`config.mk`:
```
export PLATFORM = sky130hd
export DESIGN_NAME = shutter_set_if
export DESIGN_NICKNAME = d
export VERILOG_FILES = /design/src/rtl/shutter_set_pkg.sv /design/src/rtl/shutter_sync.sv /design/src/rtl/shutter_edge.sv /design/src/rtl/shutter_shift.sv /design/src/rtl/shutter_set_if.sv
export SDC_FILE = /design/constraint.sdc
export NUM_CORES = 1
export LEC_CHECK = 0
export CORE_MARGIN = 5
export CORE_UTILIZATION = 33
export CTS_CLUSTER_DIAMETER = 60
export DETAILED_ROUTE_END_ITERATION = 8
export GPL_ROUTABILITY_DRIVEN = 0
export PLACE_DENSITY = 0.54
export SLEW_MARGIN = 20
export SYNTH_ARGS = -nofsm -noshare
export SYNTH_HDL_FRONTEND = slang
export SYNTH_SLANG_ARGS = --single-unit
```
`constraint.sdc`:
```
create_clock -name clk_i -period 1.4 [get_ports clk_i]
set_input_delay 0.28 -clock clk_i [delete_from_list [all_inputs] [get_ports clk_i]]
set_output_delay 0.28 -clock clk_i [all_outputs]
set_load 0.005 [all_outputs]
```
`src/rtl/shutter_set_pkg.sv`:
```
package shutter_set_pkg;

  localparam int CODE_W = 8;
  localparam int SEL_W  = 3;

  typedef logic [CODE_W-1:0] code_t;

  localparam code_t CODE_SLOWEST = '1;

  // idx = {~down, ~mid, ~up}: 0 is the slowest parallel speed, 7 the fastest
  function automatic code_t par_code(input logic ccir, input logic [SEL_W-1:0] idx);
    code_t c;
    case ({ccir, idx})
      4'b0_000: c = 8'hF6;
      4'b0_001: c = 8'hE5;
      4'b0_010: c = 8'hD2;
      4'b0_011: c = 8'hC2;
      4'b0_100: c = 8'hB8;
      4'b0_101: c = 8'hA8;
      4'b0_110: c = 8'h9B;
      4'b0_111: c = 8'h6A;
      4'b1_000: c = 8'hF1;
      4'b1_001: c = 8'hE3;
      4'b1_010: c = 8'hD0;
      4'b1_011: c = 8'hC0;
      4'b1_100: c = 8'hB7;
      4'b1_101: c = 8'hA6;
      4'b1_110: c = 8'h98;
      default:  c = 8'h68;
    endcase
    return c;
  endfunction

endpackage

```
`src/rtl/shutter_sync.sv`:
```
module shutter_sync #(
  parameter int WIDTH  = 1,
  parameter int STAGES = 2
) (
  input  logic             clk_i,
  input  logic             rst_ni,
  input  logic [WIDTH-1:0] d_i,
  output logic [WIDTH-1:0] q_o
);

  logic [STAGES-1:0][WIDTH-1:0] stg_q, stg_d;

  always_comb begin
    stg_d = {stg_q[STAGES-2:0], d_i};
  end

  always_ff @(posedge clk_i or negedge rst_ni) begin
    if (!rst_ni) stg_q <= '0;
    else         stg_q <= stg_d;
  end

  assign q_o = stg_q[STAGES-1];

endmodule

```
`src/rtl/shutter_edge.sv`:
```
module shutter_edge #(
  parameter int WIDTH = 2
) (
  input  logic             clk_i,
  input  logic             rst_ni,
  input  logic [WIDTH-1:0] lvl_i,
  output logic [WIDTH-1:0] rise_o
);

  logic [WIDTH-1:0] prev_q;

  always_ff @(posedge clk_i or negedge rst_ni) begin
    if (!rst_ni) prev_q <= '0;
    else         prev_q <= lvl_i;
  end

  assign rise_o = lvl_i & ~prev_q;

endmodule

```
`src/rtl/shutter_shift.sv`:
```
module shutter_shift #(
  parameter int WIDTH = 8
) (
  input  logic             clk_i,
  input  logic             rst_ni,
  input  logic             shift_en_i,
  input  logic             bit_i,
  output logic [WIDTH-1:0] word_o
);

  logic [WIDTH-1:0] word_q, word_d;

  always_comb begin
    word_d = word_q;
    if (shift_en_i) word_d = {word_q[WIDTH-2:0], bit_i};
  end

  always_ff @(posedge clk_i or negedge rst_ni) begin
    if (!rst_ni) word_q <= '1;
    else         word_q <= word_d;
  end

  assign word_o = word_q;

endmodule

```
`src/rtl/shutter_set_if.sv`:
```
module shutter_set_if
  import shutter_set_pkg::*;
#(
  parameter int SYNC_STAGES = 2
) (
  input  logic              clk_i,
  input  logic              rst_ni,
  input  logic              par_sel_i,
  input  logic              shut_en_i,
  input  logic              std_ccir_i,
  input  logic              spd_up_i,
  input  logic              spd_mid_i,
  input  logic              spd_dn_i,
  output logic [CODE_W-1:0] shut_code_o,
  output logic              shut_off_o
);

  localparam int IDX_DN  = 0;
  localparam int IDX_MID = 1;
  localparam int IDX_UP  = 2;
  localparam int IDX_SEL = 3;
  localparam int IDX_STD = 4;
  localparam int IDX_EN  = 5;
  localparam int N_SYNC  = 6;
  localparam int N_EDGE  = 2;

  logic [N_SYNC-1:0] raw, syn;
  logic [N_EDGE-1:0] rise;
  logic              ser_mode, clk_rise, stb_rise, data_s;
  code_t             shift_q, act_q, act_d, dec_code;

  assign raw = {shut_en_i, std_ccir_i, par_sel_i, spd_up_i, spd_mid_i, spd_dn_i};

  shutter_sync #(.WIDTH(N_SYNC), .STAGES(SYNC_STAGES)) u_sync (
    .clk_i (clk_i),
    .rst_ni(rst_ni),
    .d_i   (raw),
    .q_o   (syn)
  );

  shutter_edge #(.WIDTH(N_EDGE)) u_edge (
    .clk_i (clk_i),
    .rst_ni(rst_ni),
    .lvl_i ({syn[IDX_UP], syn[IDX_MID]}),
    .rise_o(rise)
  );

  assign clk_rise = rise[0];
  assign stb_rise = rise[1];
  assign ser_mode = ~syn[IDX_SEL];
  assign data_s   = syn[IDX_DN];

  shutter_shift #(.WIDTH(CODE_W)) u_shift (
    .clk_i     (clk_i),
    .rst_ni    (rst_ni),
    .shift_en_i(ser_mode & clk_rise),
    .bit_i     (data_s),
    .word_o    (shift_q)
  );

  assign dec_code = par_code(syn[IDX_STD], {~syn[IDX_DN], ~syn[IDX_MID], ~syn[IDX_UP]});

  always_comb begin
    act_d = act_q;
    if (ser_mode) begin
      if (stb_rise) act_d = shift_q;
    end else begin
      act_d = dec_code;
    end
  end

  always_ff @(posedge clk_i or negedge rst_ni) begin
    if (!rst_ni) act_q <= CODE_SLOWEST;
    else         act_q <= act_d;
  end

  assign shut_off_o  = ~syn[IDX_EN];
  assign shut_code_o = syn[IDX_EN] ? act_q : CODE_SLOWEST;

endmodule

```
# Word-level counts from Yosys, hierarchy flattened
# Memory sizes are Yosys's and may differ from the RTL's.
# Cells that the tools add are included.
# Widths: inputs -> output; s select.
dict set report op_classes {
  n_mux 3
  n_bitwise 8
  reduce_logical 1
}
# op n
set op_table {}
lappend op_table {{$mux 8} 3}
lappend op_table {{$not 1->1} 5}
lappend op_table {{$and 2x2->2} 1}
lappend op_table {{$not 2->2} 1}
lappend op_table {{$reduce_bool 2->1} 1}
lappend op_table {{$and 1x1->1} 1}
dict set report totals {
  ff_bits 30
  mem_bits_ro 128
  in_bits 8
  output_inout_bits 9
  n_memories 1
}
# name depth word_bits rd rd_clocked_by_memory_dff wr line_no
set mem_list {}
lappend mem_list {{(no name shown)} 16 8 1 0 0 shutter_set_pkg.sv:13} ;# case ({ccir, idx})

# Depth between registers and ports, before layout
# Gate-level depths: netlist of run 1.
dict set report depth {
  ltp_word 4
  depth_mapped 4
}

# By module
# From an unflattened synthesis of run 1, not the netlist that was laid out.
dict set report hier_totals {
  hier_cells 92
  hier_area_um2 1257.5
}
# module instances cells_each area_per_inst_um2 seq_area_each_um2
set by_module_without_submodules {}
lappend by_module_without_submodules {shutter_set_if 1 59 538.0 210.2}
lappend by_module_without_submodules {shutter_shift 1 17 341.6 210.2}
lappend by_module_without_submodules {shutter_sync 1 12 300.3 300.3}
lappend by_module_without_submodules {shutter_edge 1 4 77.6 50.0}

# Worst setup path before layout of run 1
# Ideal clock, no wire load.
dict set report synth_timing {
  kind {reg-to-reg}
  from {register u_sync.stg_q (netlist bit u_sync.q_o[1])}
  to {register u_shift.word_q[0] (netlist: u_shift.word_o[0])}
  setup_ns 0.082
  arrival_time_ns 1.154
  path_slack_ns 0.164
  path_stages_with_launch 4
  period_less_slack_ns 1.236
  path_cell_list {dfrtp_1 buf_6 nor3b_4 mux2_2}
}
dict set report synth_between {
  elab_chain_len 2
}
# item line_no
set synth_lines {}
lappend synth_lines {{start, declared} shutter_sync.sv:11} ;# logic [STAGES-1:0][WIDTH-1:0] stg_q, stg_d;
lappend synth_lines {{start signal, assigned} shutter_sync.sv:19} ;# else stg_q <= stg_d;
lappend synth_lines {{$and 2x2->2} shutter_edge.sv:17} ;# assign rise_o = lvl_i & ~prev_q;
lappend synth_lines {{$and 1x1->1} shutter_set_if.sv:56} ;# .shift_en_i(ser_mode & clk_rise),
lappend synth_lines {{end signal, assigned} shutter_shift.sv:20} ;# else word_q <= word_d;
lappend synth_lines {{end, declared} shutter_shift.sv:11} ;# logic [WIDTH-1:0] word_q, word_d;
# Every way passes these cells.
# A chain may end at the register's enable or synchronous reset.

# Final worst setup path of run 1
dict set report layout_timing {
  from {register act_q[7]}
  to {output shut_code_o[7]}
}
dict set report layout_between {
  elab_chain_len 1
}
# item line_no
set layout_lines {}
lappend layout_lines {{start, declared} shutter_set_if.sv:30} ;# code_t shift_q, act_q, act_d, dec_code;
lappend layout_lines {{start signal, assigned} shutter_set_if.sv:74} ;# else act_q <= act_d;
lappend layout_lines {{$mux 8} shutter_set_if.sv:78} ;# assign shut_code_o = syn[IDX_EN] ? act_q : CODE_SLOWEST;
lappend layout_lines {{end, declared} shutter_set_if.sv:14} ;# output logic [CODE_W-1:0] shut_code_o,
# Every way passes these cells.

==> out/qor.yml, run 1 <==
rr_worst_depth: 3
tightest_slew_ns: 0.267
core_area_um2: 3420
vias_per_cell: 4.40
grtUsageMet1_pct: 11.7
postSynthAreaPerCell_um2: 13.5
synth_cell_type_count: 22
dp_cells: 154
synth_flop_cell: "dfstp_2"
power_frac_comb_pct: 15.9
synth_xor_area_share_pct: 1.47
p_sw_share_pct: 24.5
hold_viol: 0
drc: 0
synth_top_area_cell: "dfstp_2"
cts_buffers: 5
max_freq_ghz: 0.745
grt_pass1_vias: 761
dp_hpwl_um: 1410
ioPinCount: 17
setup_tns_ns: 0
portBuffers: 16
synth_edf_count: 0
end_kind: "output port"
vias: 731
grt_antenna_before_repair: 0
met3_usage_pct: 3.87
yosys_warnings: 0
crit_type: "flip-flop to output port"
post-synth-top-count-cell: "dfstp_2"
grt_max_degree: 31
track_usage_pct: 9.76
n_antenna_cell: 0
syn_inst: 88
fin_cells: 166
grt_pass1_wl_um: 3700
syn_area_um2: 1190
critPathArrivalTime_ns: 1.06
seq_power_share_pct: 58.6
skew_ns: 0.00448
nets: 127
status: "finished, final reports clean"
irDropWorstVdd_uv: 483
yosysTopAreaCellShare_pct: 35.3
pre_cts_ws_ns: -0.00340
drv_cap: 0
async_reset_ff_share_pct: 100
cts_root_buffer: "clkbuf_4"
drt-pass1-iter-count: 4
ys_top_cells_by_count: "dfstp_2, dfrtp_1, o21ai_0, mux2_2, nand2b_1"
worstSetupStartpointType: "flip-flop"
fin_hold_ws_ns: 0.313
die_y_um: 70.1
ys_seq_elements: 30
drt-initial-drc-count: 31
fin_crit_sh_pct: 95.9
muxShareOfSynthArea_pct: 13.4
setup_viol: 0
rsz0062_at_grt: "yes"
synth_top_family_by_area: "multiplexers"
wl_um: 2080
die_width_um: 70.1
die-area_um2: 4910
clkPwrFrac_pct: 25.5
layout_min_cycle_time_ns: 1.34
grt_busiest_layer: "met2"
cts_sinks: 30
hp-class: "input pin to async pin"
fill_cells: 356
grt-ovfl-total: 0
p_int_mw: 1.54
drive_gt1_share_pct: 45.0
power_switching_mw: 0.501
path_clk_slew_ns: 0.09
synthToLayoutAreaGrowth_pct: 26.9
synth-simple-area-share_pct: 8.51
ant_nets: 0
synth_compound_area_share_pct: 8.61
cts_tree: "built"
p_per_area_nw_per_um2: 1350
maxSlewViolCount: 0
use_met2_pct: 14.7
leakage_nw: 0.668
crit_required_ns: 1.12
synth_area_leaders: "dfstp_2, dfrtp_1, mux2_2"
rows: 21
clk_latency_ns: 0.32
cts.path.max_buffers: 2
start_util_pct: 34.9
wl_per_cell_um: 12.5
synth_fa_ha_area_share_pct: 0
slew_headroom_pct: 82.2
synth_fp_nets: 96
path_max_fanout: 2
cts_max_level: 2
seq_area_frac_synth_pct: 64.7
worst_slack_ns: 0.0575
utilization_pct: 44.2
## sequential cells by signal, summed over array words and instances (netlist names)
| register | flops |
|---|---|
| act_q | 8 |
| u_edge.prev_q | 2 |
| u_sync.q_o | 6 |
| u_shift.word_o | 8 |
| u_sync.stg_d | 6 |
## layer usage
layer  wire length, um  share of wire, %  vias to the layer above
met5                 0                 0                        -
met4                38               1.8                        0
met3               140               6.7                        4
met2               953                46                       20
met1               945                45                      343
li1                  -                 -                      364
## power by group through the flow
stage / clock (mW) / sequential (mW) / combinational, mW
6_report: 0.520 / 1.20 / 0.325
5_1_grt: 0.581 / 1.22 / 0.368
4_1_cts: 0.545 / 1.20 / 0.335
3_5_place_dp: 0 / 1.22 / 0.338
3_3_place_gp: 0 / 1.21 / 0.330
2_1_floorplan: 0 / 1.18 / 0.205
## final timing paths
path | startpoint | to | slack [ns]
setup / recovery | act_q[7]$_DFFE_PN1P_ | shut_code_o[7] | 0.06
hold / removal | rst_ni | u_sync.stg_d[11]$_DFF_PN0_ | 0.31
setup reg to reg | u_sync.q_o[3]$_DFF_PN0_ | u_shift.word_o[0]$_DFFE_PN1P_ | 0.17
hold reg to reg | u_sync.stg_d[6]$_DFF_PN0_ | u_sync.q_o[0]$_DFF_PN0_ | 0.35
max in group asynchronous | rst_ni | act_q[7]$_DFFE_PN1P_ | 0.86
min in group clk_i | u_sync.stg_d[6]$_DFF_PN0_ | u_sync.q_o[0]$_DFF_PN0_ | 0.35
## through the flow
| step | instance area, um2 | power (mW) |
|---|---|---|
| final | 1510 | 2.04 |
| after global routing | 1510 | 2.17 |
| after floorplan | 1190 | 1.38 |
| after detailed placement | 1460 | 1.56 |
| after CTS | 1520 | 2.08 |
| after global placement | 1460 | 1.55 |
## kinds of logic (layout without fill, tap and decap cells)
kind of cell	Yosys count	count (layout)
DFF	30	30
AOI/OAI and AO/OA	17	17
and+or+nand+nor	16	16
muxes	15	15
buffers and inverters	8	40
xor gates and xnor gates	2	2
## layout by cell type, fill, tap and decap left out, types with 2 or more instances in the layout
| cell type | count |
|---|---|
| a21oi_1 | 2 |
| buf_2 | 9 |
| buf_4 | 9 |
| buf_6 | 2 |
| clkbuf_4 | 5 |
| clkdlybuf4s50_1 | 7 |
| dfrtp_1 | 13 |
| dfstp_2 | 16 |
| inv_1 | 4 |
| mux2_2 | 8 |
| mux2i_1 | 7 |
| nand2_1 | 3 |
| nand2b_1 | 8 |
| nor2_1 | 2 |
| o21ai_0 | 10 |
| xor2_1 | 2 |
## repair_timing
action | 4_1_cts | 5_1_grt
gates resized for setup | 38 | 1
gates cloned | 0 | 0
setup buffers | 4 | 0
hold buffers | 0 | 0
setup endpoints to repair | 9 | 5
## worst max-delay path, cell delays in order, from the launching register on
cell and delay (ns):
dfstp_2 0.52, inv_1 0.04, nand2_1 0.07, buf_2 0.11
## cell type report
type,instances,area [um2],area share (%)
repair buffers,28,225,14.9
inverters,4,15.0,0.993
clock inverters,1,5.00,0.331
well taps,46,57.6,3.81
clock buffers,7,55.1,3.64
flip-flops and latches,30,772,51.1
multi-input cells,50,382,25.2
(Power assumes the default switching activity.)
==> run 2: changes to the inputs <==
--- a/config.mk
+++ b/config.mk
@@ -6,12 +6,12 @@
 export NUM_CORES = 1
 export LEC_CHECK = 0
 export CORE_MARGIN = 5
-export CORE_UTILIZATION = 33
+export CORE_UTILIZATION = 30
 export CTS_CLUSTER_DIAMETER = 60
 export DETAILED_ROUTE_END_ITERATION = 8
 export GPL_ROUTABILITY_DRIVEN = 0
-export PLACE_DENSITY = 0.54
-export SLEW_MARGIN = 20
+export PLACE_DENSITY = 0.5
+export SLEW_MARGIN = 40
 export SYNTH_ARGS = -nofsm -noshare
 export SYNTH_HDL_FRONTEND = slang
 export SYNTH_SLANG_ARGS = --single-unit
==> constraint.sdc (replaced) <==
create_clock -name clk_i -period 1.3 [get_ports clk_i]
set_input_delay 0.26 -clock clk_i [delete_from_list [all_inputs] [get_ports clk_i]]
set_output_delay 0.26 -clock clk_i [all_outputs]
set_load 0.005 [all_outputs]
==> out/qor.yml, run 2 (synthesized netlist as in run 1, its figures left out) <==
worst_path_largest_cell_delay_ns: 0.40  # -0.12 ns
power_switching_mw: 0.549  # +9.5%
met2_length_um: 1020  # +7.0%
utilization_pct: 39.7  # -4.5 points
irDropWorstVdd_uv: 841  # +74%
ioPinCount: 17  # unchanged
portBuffers: 16  # unchanged
wl_um: 2120  # +1.9%
drt-pass1-iter-count: 4  # unchanged
register_area_um2: 772  # unchanged
grt_max_degree: 31  # unchanged
drive_gt1_share_pct: 44.9  # -0.085 points
skew_ns: 0.00301  # -0.00146 ns
die-area_um2: 5330  # +8.5%
track_usage_pct: 9.14  # -0.62 points
hp-class: "input pin to async pin"
max_freq_ghz: 0.792
grt_pass1_vias: 770  # +1.2%
fin_crit_sh_pct: 97.2
wl_met1_um: 880  # -6.9%
cts_tree: "built"
wl_per_cell_um: 12.6  # +0.71%
wl_met3_um: 163  # +16%
reg2reg_slack_ns: 0.10  # -0.07 ns
cp_slowest_cell: "dfrtp_2"
n_antenna_cell: 0  # unchanged
hold_buffers: 0  # unchanged
cts_sinks: 30  # unchanged
leakage_nw: 0.680  # +1.8%
fill_cells: 405  # +14%
drt-initial-drc-count: 25  # -19%
cts_buffers: 5  # unchanged
final_common_cell: "dfstp_2"
hold_viol: 0  # unchanged
crit_end: "shut_code_o[1]"
crit_start: "u_sync.q_o[5]$_DFF_PN0_"
crit_type: "flip-flop to output port"
die_y_um: 73.0  # +4.2%
dpl-instance-area_um2: 1480  # +1.2%
vias_per_cell: 4.40  # about the same
clkPwrFrac_pct: 30.9  # +5.4 points
grt_pass1_wl_um: 3590  # -3.0%
dr.max_layer_used: "met4"
crit_chain: "buf_6 > nand2b_1 > buf_2"
multi_input_area_um2: 389  # +2.0%
crit_required_ns: 1.04  # -0.08 ns
vias: 740  # +1.2%
fin_area_um2: 1560  # +2.9%
synthToLayoutAreaGrowth_pct: 30.6
drv_cap: 0  # unchanged
nets: 125  # -1.6%
start_util_pct: 30.4  # -4.4 points
drc: 0  # unchanged
reg2reg_to: "u_shift.word_o[3]$_DFFE_PN1P_"
critPathArrivalTime_ns: 1.00  # -0.06 ns
reg2reg_from: "u_sync.q_o[3]$_DFF_PN0_"
rr_worst_depth: 3  # unchanged
end_kind: "output port"
p_sw_share_pct: 23.1  # -1.4 points
grt-ovfl-total: 0  # unchanged
ant_nets: 0  # unchanged
clk_latency_ns: 0.27  # -0.05 ns
p_per_area_nw_per_um2: 1530  # +13%
dp_hpwl_um: 1460  # +4.0%
path_clk_slew_ns: 0.06  # -0.03 ns
grt_antenna_before_repair: 0  # unchanged
worstSetupStartpointType: "flip-flop"
power_frac_comb_pct: 14.9  # -1.0 points
cts_root_buffer: "clkbuf_8"
cts.path.max_buffers: 2  # unchanged
die_width_um: 73.0  # +4.2%
core_area_um2: 3910  # +15%
mostFrequentLayoutCells: "dfstp_2, dfrtp_1, o21ai_0"
setup_viol: 0  # unchanged
layout_min_cycle_time_ns: 1.26
path_max_fanout: 8  # +6
rows: 23  # +9.5%
status: "finished, final reports clean"
maxSlewViolCount: 0  # unchanged
p_int_mw: 1.83  # +19%
tightest_slew_ns: 0.285  # +0.0176 ns
cts_max_level: 2  # unchanged
slew_headroom_pct: 81.0  # -1.2 points
seq_power_share_pct: 54.2  # -4.4 points
==> run 2: through the flow <==
step	TNS (ns)	hold slack (ns)	power [mW]	setup slack [ns]	instances
after floorplan	0	-0.0356	1.49	0.0636	88
after detailed placement	-0.610	0.337	1.68	-0.0817	158
final	0	0.339	2.38	0.0370	168
after global placement	-0.519	0.332	1.67	-0.0733	158
after global routing	-0.00174	0.346	2.52	-0.00174	168
after CTS	0	0.336	2.41	0.0174	168
==> run 2: power groups by stage <==
stage | clock (mW) | combinational (mW) | sequential, mW
final | 0.735 | 0.354 | 1.29
after floorplan | 0 | 0.221 | 1.27
after global routing | 0.806 | 0.398 | 1.32
after global placement | 0 | 0.363 | 1.31
after CTS | 0.765 | 0.353 | 1.29
after detailed placement | 0 | 0.370 | 1.31
==> run 2: worst min path at each step <==
stage | startpoint | to | slack (ns) | cells past startpoint
after floorplan | rst_ni | u_edge.prev_q[0]$_DFF_PN0_ | -0.04 | 0
after global placement | u_sync.stg_d[8]$_DFF_PN0_ | u_sync.q_o[2]$_DFF_PN0_ | 0.33 | 0
after detailed placement | u_sync.stg_d[10]$_DFF_PN0_ | u_sync.q_o[4]$_DFF_PN0_ | 0.34 | 0
after CTS | rst_ni | u_sync.stg_d[8]$_DFF_PN0_ | 0.34 | 2
after global routing | rst_ni | u_sync.stg_d[8]$_DFF_PN0_ | 0.35 | 2
final | rst_ni | u_edge.prev_q[0]$_DFF_PN0_ | 0.34 | 2
==> run 2: metal layers <==
layer / up-vias / track usage [%]
li1: 359 / -
met1: 353 / 10.5
met2: 21 / 14.0
met3: 7 / 3.86
met4: 0 / 5.53
met5: - / 0
==> run 2: timing repair <==
action | 4_1_cts | 5_1_grt
endpoints found under the setup margin | 9 | 1
gates resized for setup | 38 | 2
buffers inserted | 2 | 0
==> run 2: area by class of cell <==
| cell class | count | area share [%] |
|---|---|---|
| clock inverter | 1 | 0.322 |
| inverter | 4 | 0.965 |
| clock buffer | 7 | 5.55 |
| multi-input combinational | 50 | 25.0 |
| sequential | 30 | 49.6 |
| tap | 50 | 4.02 |
| timing repair buffer | 26 | 14.5 |
==> run 2: critical path: cells and delay by family (launching register included) <==
kind / cells / cell delay [ns]
AND/OR/NAND/NOR: 1 / 0.07
flip-flops: 1 / 0.40
buffers and inverters: 2 / 0.25
==> run 3: changes to the inputs <==
--- a/config.mk
+++ b/config.mk
@@ -10,7 +10,7 @@
 export CTS_CLUSTER_DIAMETER = 60
 export DETAILED_ROUTE_END_ITERATION = 8
 export GPL_ROUTABILITY_DRIVEN = 0
-export PLACE_DENSITY = 0.5
+export PLACE_DENSITY = 0.59
 export SLEW_MARGIN = 40
 export SYNTH_ARGS = -nofsm -noshare
 export SYNTH_HDL_FRONTEND = slang
==> constraint.sdc (replaced) <==
create_clock -name clk_i -period 1.6 [get_ports clk_i]
set_input_delay 0.32 -clock clk_i [delete_from_list [all_inputs] [get_ports clk_i]]
set_output_delay 0.32 -clock clk_i [all_outputs]
set_load 0.005 [all_outputs]
==> out/qor.yml, run 3 (synthesized netlist as in run 1, its figures left out) <==
slew_headroom_pct: 68.8  # -12 points
cts_tree: "built"
power_switching_mw: 0.450  # -18%
drt-initial-drc-count: 24  # -4.0%
reg2reg_slack_ns: 0.28  # +0.18 ns
grt-ovfl-total: 0  # unchanged
cp_slowest_cell: "clkdlybuf4s50_1"
worstSetupStartpointType: "flip-flop"
worstHoldStart: "u_sync.stg_d[7]$_DFF_PN0_"
path_clk_slew_ns: 0.06  # about the same
n_antenna_cell: 0  # unchanged
critPathArrivalTime_ns: 1.24  # +0.24 ns
drc: 0  # unchanged
rsz0062_at_grt: "no"
clkPwrFrac_pct: 31.3  # +0.4 points
cts.path.max_buffers: 2  # unchanged
dpl-instance-area_um2: 1410  # -4.2%
leakage_nw: 0.640  # -5.8%
synthToLayoutAreaGrowth_pct: 26.2
hold_viol: 0  # unchanged
nets: 119  # -4.8%
fill_cells: 394  # -2.7%
die_y_um: 73.0  # unchanged
setup_tns_ns: 0  # unchanged
crit_required_ns: 1.28  # +0.24 ns
grt_max_degree: 31  # unchanged
maxSlewViolCount: 0  # unchanged
rows: 23  # unchanged
p_per_area_nw_per_um2: 1280  # -16%
cts_sinks: 30  # unchanged
seq_power_share_pct: 54.7  # +0.5 points
vias_per_cell: 4.56  # +3.4%
crit_type: "flip-flop to output port"
reg2reg_from: "u_sync.q_o[3]$_DFF_PN0_"
core_area_um2: 3910  # unchanged
mostFrequentLayoutCells: "dfstp_2, dfrtp_1, o21ai_0"
max_freq_ghz: 0.643
worst_path_largest_cell_delay_ns: 0.49  # +0.09 ns
layout_min_cycle_time_ns: 1.56
track_usage_pct: 9.25  # +0.12 points
die_width_um: 73.0  # unchanged
power_frac_comb_pct: 14.0  # -0.9 points
register_area_um2: 772  # unchanged
setup_viol: 0  # unchanged
wl_um: 2080  # -1.9%
end_kind: "output port"
clk_latency_ns: 0.27  # about the same
grt_pass1_wl_um: 3570  # -0.39%
drv_cap: 0  # unchanged
irDropWorstVdd_uv: 600  # -29%
portBuffers: 16  # unchanged
dp_hpwl_um: 1390  # -4.8%
tightest_slew_ns: 0.468  # +0.183 ns
p_int_mw: 1.47  # -20%
fin_area_um2: 1500  # -3.4%
ioPinCount: 17  # unchanged
die-area_um2: 5330  # unchanged
grt_antenna_before_repair: 0  # unchanged
fin_crit_sh_pct: 97.2
grt_pass1_vias: 753  # -2.2%
ant_nets: 0  # unchanged
crit_chain: "inv_1 > clkdlybuf4s50_1"
cts_root_buffer: "clkbuf_8"
status: "finished, final reports clean"
hp-class: "flip-flop to flip-flop"
min_path_cells: 0
vias: 738  # -0.27%
cts_max_level: 2  # unchanged
path_max_fanout: 2  # -6
drive_gt1_share_pct: 33.0  # -12 points
cts_buffers: 5  # unchanged
fin_hold_ws_ns: 0.346  # +0.00666 ns
start_util_pct: 30.4  # unchanged
rr_worst_depth: 2  # -1
skew_ns: 0.00139  # -0.00162 ns
reg2reg_to: "u_shift.word_o[2]$_DFFE_PN1P_"
hold_buffers: 0  # unchanged
multi_input_area_um2: 382  # -1.9%
whs_endpoint: "u_sync.q_o[1]$_DFF_PN0_"
wl_per_cell_um: 12.8  # +1.7%
p_sw_share_pct: 23.5  # +0.38 points
final_common_cell: "dfstp_2"
drt-pass1-iter-count: 4  # unchanged
-- run 3: cell types whose count changed in the layout (fill, tap and decap cells not counted), sizes merged --
cell           previous run  this run
buf                      19         4
clkdlybuf4s50             7         8
dlygate4sd2               0         8
-- run 3: final cells by class --
cell class | instances | area share (%)
well taps | 50 | 4.16
repair buffers | 20 | 12.0
clock buffers | 7 | 5.75
clock inverters | 1 | 0.333
inverters | 4 | 0.999
flip-flops and latches | 30 | 51.4
multi-input cells | 50 | 25.4
-- run 3: per-stage QoR --
step / utilization [%] / setup slack (ns) / cells / power, mW
2_1_floorplan: - / 0.364 / 88 / 1.21
3_3_place_gp: 36.1 / 0.153 / 153 / 1.33
3_5_place_dp: 36.1 / 0.150 / 153 / 1.34
4_1_cts: 38.4 / 0.0252 / 162 / 1.95
5_1_grt: 38.4 / 0.0110 / 162 / 2.03
6_report: 38.4 / 0.0440 / 162 / 1.92
-- run 3: repair_timing --
item	4_1_cts	5_1_grt
endpoints found under the hold margin	0	0
gates resized for setup	9	0
setup endpoints to repair	9	0
setup buffers	1	0
-- run 3: worst max-delay path by stage --
stage	startpoint	end	slack, ns	cells after the start
after floorplan	u_sync.q_o[1]$_DFF_PN0_	u_shift.word_o[0]$_DFFE_PN1P_	0.36	3
after detailed placement	act_q[7]$_DFFE_PN1P_	shut_code_o[7]	0.15	3
after global routing	u_sync.q_o[5]$_DFF_PN0_	shut_off_o	0.01	2
after global placement	act_q[7]$_DFFE_PN1P_	shut_code_o[7]	0.15	3
final	u_sync.q_o[5]$_DFF_PN0_	shut_off_o	0.04	2
after CTS	u_sync.q_o[5]$_DFF_PN0_	shut_off_o	0.03	2
-- run 3: routing by layer --
metal | vias up | wire, um | global-route usage, %
li1 | 345 | - | -
met1 | 361 | 975 | 11.8
met2 | 24 | 923 | 12.8
met3 | 8 | 125 | 3.03
met4 | 0 | 51 | 6.97
met5 | - | 0 | 0
-- run 3: power groups by stage --
stage	Combinational [mW]	Sequential [mW]	Clock [mW]
after floorplan	0.180	1.03	0
after global placement	0.273	1.06	0
after detailed placement	0.281	1.06	0
after CTS	0.274	1.05	0.628
after global routing	0.299	1.07	0.660
final	0.268	1.05	0.601
-- run 3: critical path: cells and delay by family, from the launching register on --
kind,cells,cell delay (ns)
buffers and inverters,2,0.55
flip-flops,1,0.42
